$ cat src/rtl/guard_pkg.sv
package guard_pkg;
  localparam logic [7:0] KEY_FIRST  = 8'h55;
  localparam logic [7:0] KEY_SECOND = 8'hAA;
  localparam logic [7:0] CODE_HALT  = 8'h81;
  localparam logic [7:0] CODE_RUN   = 8'h00;

  typedef enum logic [1:0] {
    UL_IDLE = 2'd0,
    UL_KEY1 = 2'd1,
    UL_KEY2 = 2'd2
  } unlock_st_t;
endpackage

$ cat src/rtl/guard_unlock.sv
module guard_unlock
  import guard_pkg::*;
#(
  parameter int DW = 8
) (
  input  logic          clk,
  input  logic          rst_n,
  input  logic          wr,
  input  logic [DW-1:0] wdata,
  output logic          stop_run_en
);
  unlock_st_t st_q, st_d;
  logic       run_d;

  always_comb begin
    st_d  = st_q;
    run_d = stop_run_en;
    if (wr) begin
      unique case (st_q)
        UL_IDLE: st_d = (wdata == KEY_FIRST)  ? UL_KEY1 : UL_IDLE;
        UL_KEY1: st_d = (wdata == KEY_SECOND) ? UL_KEY2 : UL_IDLE;
        UL_KEY2: begin
          st_d = UL_IDLE;
          if (wdata == CODE_HALT) run_d = 1'b0;
          else if (wdata == CODE_RUN) run_d = 1'b1;
        end
        default: st_d = UL_IDLE;
      endcase
    end
  end

  always_ff @(posedge clk or negedge rst_n) begin
    if (!rst_n) begin
      st_q        <= UL_IDLE;
      stop_run_en <= 1'b1;
    end else begin
      st_q        <= st_d;
      stop_run_en <= run_d;
    end
  end


  setting_guarded_chk: assert property (@(posedge clk) disable iff (!rst_n)
    !(wr && st_q == UL_KEY2) |=> $stable(stop_run_en));
endmodule

$ cat src/rtl/guard_count.sv
module guard_count #(
  parameter int CW = 24
) (
  input  logic          clk,
  input  logic          rst_n,
  input  logic          run_en,
  input  logic [CW-1:0] reload_val,
  input  logic          refresh,
  input  logic          dbg_hold,
  input  logic          rst_mode,
  input  logic          stop_state,
  input  logic          stop_run_en,
  output logic          tmo_evt,
  output logic [CW-1:0] count
);
  logic en_q, active, first_load, reload_cmd;
  logic [CW-1:0] count_d;

  function automatic logic [CW-1:0] next_value(
    input logic [CW-1:0] cur, input logic [CW-1:0] rld,
    input logic ld, input logic act, input logic tmo, input logic rmode);
    if (ld)        return rld;
    else if (tmo)  return rmode ? rld : {CW{1'b1}};
    else if (act)  return cur - 1'b1;
    else           return cur;
  endfunction

  assign active     = run_en && (!stop_state || stop_run_en);
  assign first_load = run_en && !en_q;
  assign reload_cmd = active && (refresh || dbg_hold);
  assign tmo_evt    = active && !first_load && !reload_cmd && (count == '0);
  assign count_d    = next_value(count, reload_val, first_load || reload_cmd,
                                 active, tmo_evt, rst_mode);

  always_ff @(posedge clk or negedge rst_n) begin
    if (!rst_n) begin
      en_q  <= 1'b0;
      count <= '0;
    end else begin
      en_q  <= run_en;
      count <= count_d;
    end
  end


  wrap_after_irq_chk: assert property (@(posedge clk) disable iff (!rst_n)
    (tmo_evt && !rst_mode) |=> (count == {CW{1'b1}}));

  debug_holds_chk: assert property (@(posedge clk) disable iff (!rst_n)
    (active && dbg_hold) |=> (count == $past(reload_val)));

  idle_hold_chk: assert property (@(posedge clk) disable iff (!rst_n)
    (!run_en && en_q) |=> $stable(count));
endmodule

$ cat src/rtl/guard_timer.sv
module guard_timer #(
  parameter int CW = 24,
  parameter int DW = 8
) (
  input  logic          clk,
  input  logic          rst_n,
  input  logic          run_en,
  input  logic [CW-1:0] reload_val,
  input  logic          refresh,
  input  logic          dbg_hold,
  input  logic          rst_mode,
  input  logic          stop_state,
  input  logic          ctl_wr,
  input  logic [DW-1:0] ctl_wdata,
  input  logic          ctl_rd,
  output logic          irq_pulse,
  output logic          rst_req,
  output logic          stop_recover,
  output logic          sts_timeout,
  output logic          sts_stop,
  output logic          stop_run_en,
  output logic [CW-1:0] count
);
  logic tmo_evt, stop_tmo;

  guard_unlock #(.DW(DW)) unlock_i (
    .clk(clk), .rst_n(rst_n), .wr(ctl_wr), .wdata(ctl_wdata),
    .stop_run_en(stop_run_en));

  guard_count #(.CW(CW)) count_i (
    .clk(clk), .rst_n(rst_n), .run_en(run_en), .reload_val(reload_val),
    .refresh(refresh), .dbg_hold(dbg_hold), .rst_mode(rst_mode),
    .stop_state(stop_state), .stop_run_en(stop_run_en),
    .tmo_evt(tmo_evt), .count(count));

  assign stop_tmo = tmo_evt && rst_mode && stop_state;

  always_ff @(posedge clk or negedge rst_n) begin
    if (!rst_n) begin
      irq_pulse    <= 1'b0;
      rst_req      <= 1'b0;
      stop_recover <= 1'b0;
      sts_timeout  <= 1'b0;
      sts_stop     <= 1'b0;
    end else begin
      irq_pulse    <= tmo_evt && !rst_mode;
      rst_req      <= tmo_evt && rst_mode;
      stop_recover <= stop_tmo;
      if (tmo_evt)     sts_timeout <= 1'b1;
      else if (ctl_rd) sts_timeout <= 1'b0;
      if (stop_tmo)    sts_stop <= 1'b1;
      else if (ctl_rd) sts_stop <= 1'b0;
    end
  end


  irq_single_chk: assert property (@(posedge clk) disable iff (!rst_n)
    irq_pulse |=> !irq_pulse);

  recover_with_reset_chk: assert property (@(posedge clk) disable iff (!rst_n)
    stop_recover |-> (rst_req && sts_stop));

  irq_sets_flag_chk: assert property (@(posedge clk) disable iff (!rst_n)
    irq_pulse |-> sts_timeout);

  flag_sticky_chk: assert property (@(posedge clk) disable iff (!rst_n)
    (sts_timeout && !ctl_rd) |=> sts_timeout);

  stop_freeze_chk: assert property (@(posedge clk) disable iff (!rst_n)
    (run_en && stop_state && !stop_run_en) |=> ($stable(count) && !irq_pulse && !rst_req));
endmodule

$ cat config.mk
export PLATFORM = sky130hd
export DESIGN_NAME = guard_timer
export DESIGN_NICKNAME = d
export VERILOG_FILES = /design/src/rtl/guard_pkg.sv /design/src/rtl/guard_unlock.sv /design/src/rtl/guard_count.sv /design/src/rtl/guard_timer.sv
export SDC_FILE = /design/constraint.sdc
export NUM_CORES = 1
export LEC_CHECK = 0
export ABC_AREA = 1
export ABC_CLOCK_PERIOD_IN_PS = 4000
export CELL_PAD_IN_SITES_DETAIL_PLACEMENT = 1
export CELL_PAD_IN_SITES_GLOBAL_PLACEMENT = 1
export CORE_MARGIN = 1.5
export CORE_UTILIZATION = 36
export CTS_BUF_LIST = sky130_fd_sc_hd__clkbuf_8
export DETAILED_ROUTE_END_ITERATION = 6
export PLACE_DENSITY = 0.95
export SLEW_MARGIN = 25
export SYNTH_ARGS = -nofsm -noshare
export SYNTH_HDL_FRONTEND = slang
export SYNTH_SLANG_ARGS = --single-unit
$ cat constraint.sdc
create_clock -name clk -period 4 [get_ports clk]
set_input_delay 0.8 -clock clk [delete_from_list [all_inputs] [get_ports clk]]
set_output_delay 0.8 -clock clk [all_outputs]
set_load 0.005 [all_outputs]
==> impl_results.md <==
- Outcome: finished with violations
- Failing checks: design-rule violations
- Design area: 0.00331 sq mm
- Post-Synth XOR/XNOR Area: 2.85%
- Hold Fails Final Rpt: 0
- Wire length per cell: 14.3 microns
- Slowest stage delay, CP: 0.59 ns
- Startpoint types: input port
- Post-synth cell types: 31
- Area growth syn-to-layout: 35.0%
- YS warnings: 0
- Most common cell in the netlist: nand2_1
- Achievable Freq: 376 MHz
- Max Slew Vio Count: 0
- All-Layer GR Usage: 22.3%
- Via count: 2739
- Post-cts sizing count: 0
- Core ar.: 0.00646 sq mm
- Most frequent cells after synthesis: nand2_1 (128), nor2_1 (60), inv_1 (59)
- Post-synth EDFFs: 0
- Most used cell, CP: nand2_1
- Max rail drop VDD: 193 uV
- CTS tree: built
- Setup TNS: 0 ns
- Via-to-Cell Ratio: 5.04
- Req. time, crit path: 4.17 ns
- I/O Buffers: 70
- CTS HTree Levels: 2
- Overflow after GRT: 0
- Clk slew on worst S/H paths: 0.07 ns
- CTS Sinks: 33
- Crit. End Element: register
- Post-synthesis sequential area ratio: 33.7%
- Worst path cell trace: clkdlybuf4s50_1 > inv_1 > a21oi_1 > nand2_1 > nor2_4 > nand2_2 > o21ai_4 > nand2_1 > nand2_1 > o21ai_0
- Height of the die: 85.6 microns
- Synth Area in Compound Gates: 3.57%
- Worst Path Arrival: 2.84 ns
- Clock root cell: clkbuf_8
- Synthesized cell area: 0.00245 sq mm
- Maximum number of pins on one net before global-route repair: 34
- Hold WC Path Type: reg2reg
- Unrepaired setup endpoints after global routing: false
- DRC viols: 4
- Critical Setup Path Class: in2reg
- First-pass GRT wire length: 13100 microns
- Worst skew pair latency: 0.30 ns
- Final WS setup: 1.34 ns
- Top cell type's share of synthesized area: 32.6%
- Dominant cell type by area after synthesis: dfrtp_1
- Critical path's slowest cell: o21ai_4
- Synth Area in Adders: 1.02%
- Max-cap viol count: 0
- Largest family of logic cells by synthesized area: simple AND/OR/NAND/NOR gates
- WP depth: 10
- Primary FF master, synth: dfrtp_1
- Mux cell area share after synthesis: 0%
- Routability cong.: 0.859
- Clock skew: 0.0103 ns
- Die area: 0.00732 sq mm
- # rows: 29
- Initial DRT Pass Iterations: 6
- Number of synthesized register bits: 33
- Post-CTS setup buffer count: 0
- DP Area: 0.00321 sq mm
- Avg Inst Size Synth: 6.23 sq um
- Leakage power total: 0.00163 uW
- Hold Path Depth: 2
- Critical-path maximum fanout: 24
- Initial Util: 38.0%
- DRT iter0 DRCs: 111
- # diodes: 0
- Final setup vio count: 0
- Fin crit period: 2.66 ns
- Routed Antenna Nets: 0
- CP Buf/Inv Count: 2
- Post-synthesis cell count: 394
- Final WL: 7750 microns
- Final Net Count: 508
- Ports: 71
- Syn Nets: 437
- R2R depth: 11
- Worst-Margin Slew: 0.768 ns
- CTS Buffer Depth: 2
- Power Density: 335 mW/mm^2
- Post-Place Setup Slack: 1.03 ns
- Final Cycle Share: 66.5%
- Number of buffers created by CTS: 5
- DP HPWL: 5830 microns
- Area contributors post-synth: dfrtp_1 (33%), nand2_1 (20%), nor2_1 (9.2%)
- Chip width: 85.6 microns
- Post-CTS Hold Fix Bufs: 0
- Share of cells above drive strength 1: 7.94%
- Initial antenna violation count: 0
- Vias in the first global route: 2793
- Crit-path leading delay family: compound AO/OA/AOI/OAI gates
- Post-synthesis async set-or-reset flop share: 100%
- Relative slew margins: 48.6%
- Post-Synth Simple-Gate Area: 47.2%
## tightest hold or removal path, delay by kind of cell, from the launching register on
family / cells / cell delay, ns
compound gates: 1 / 0.07
flops: 1 / 0.37
buf+inv: 1 / 0.05
## per-layer routing
layer / track usage [%] / wire length [microns] / vias to the layer above
met5: 0 / 0 / -
met4: 4.25 / 52 / 0
met3: 3.95 / 316 / 8
met2: 41.1 / 4060 / 48
met1: 27.2 / 3330 / 1338
li1: - / - / 1345
## flip-flops by register name, summed over array words and instances (netlist names)
name                  flops
count_i.count            24
unlock_i.st_q             2
irq_pulse                 1
stop_recover              1
sts_stop                  1
unlock_i.stop_run_en      1
sts_timeout               1
count_i.en_q              1
rst_req                   1
## cell type report
class / count / area (sq um)
clock buffer: 7 / 96.3
tap: 77 / 96.3
multi-input combinational: 291 / 1340
sequential: 33 / 827
timing repair buffer: 72 / 716
fill: 887 / 3140
inverter: 62 / 233
clock inverter: 1 / 5.00
## power breakdown
part | leakage [uW] | switching [uW] | internal [uW]
Sequential | 0.000406 | 68.9 | 374
Clock | 0.0000542 | 135 | 156
Combinational | 0.00117 | 194 | 182
## final timing paths
path / from / to / slack (ns)
setup reg to reg: count_i.count[0]$_DFFE_PN0P_ / count_i.count[11]$_DFFE_PN0P_ / 1.62
hold reg to reg: sts_stop$_DFFE_PN0P_ / sts_stop$_DFFE_PN0P_ / 0.54
min in group asynchronous: rst_n / unlock_i.st_q[0]$_DFFE_PN0P_ / 0.91
max in group asynchronous: rst_n / unlock_i.stop_run_en$_DFFE_PN1P_ / 2.76
hold / removal: sts_stop$_DFFE_PN0P_ / sts_stop$_DFFE_PN0P_ / 0.54
setup / recovery: run_en / count_i.count[11]$_DFFE_PN0P_ / 1.34
## cells by family (layout without fill, tap and decap cells)
family / Yosys count / after routing
simple gates: 267 / 267
buf+inv: 70 / 142
flops: 33 / 33
compound gates: 14 / 14
xor+xnor: 8 / 8
fa+ha+maj: 2 / 2
## through the flow
stage               instances  hold slack (ns)  utilization, %  total power (uW)
floorplan                 394            0.484               -               628
global placement          535            0.515            49.7               804
detailed placement        535            0.527            49.7               822
CTS                       543            0.536            51.3              1120
global route              543            0.569            51.3              1180
finish                    543            0.536            51.3              1110
## cells in the final DEF, fill, tap and decap left out, types with 3 or more instances in the layout
master	netlist	routed
nand2_1	128	128
clkdlybuf4s50_1	0	70
nor2_1	60	60
inv_1	59	59
nand3_1	41	41
dfrtp_1	32	32
nand2_2	10	10
o21ai_0	8	8
nand4_1	8	8
clkbuf_8	0	7
nor2_2	6	6
xnor2_1	5	5
or2_2	4	4
xor2_1	3	3
nor4_1	3	3
Power figures use the tool's default switching activity.
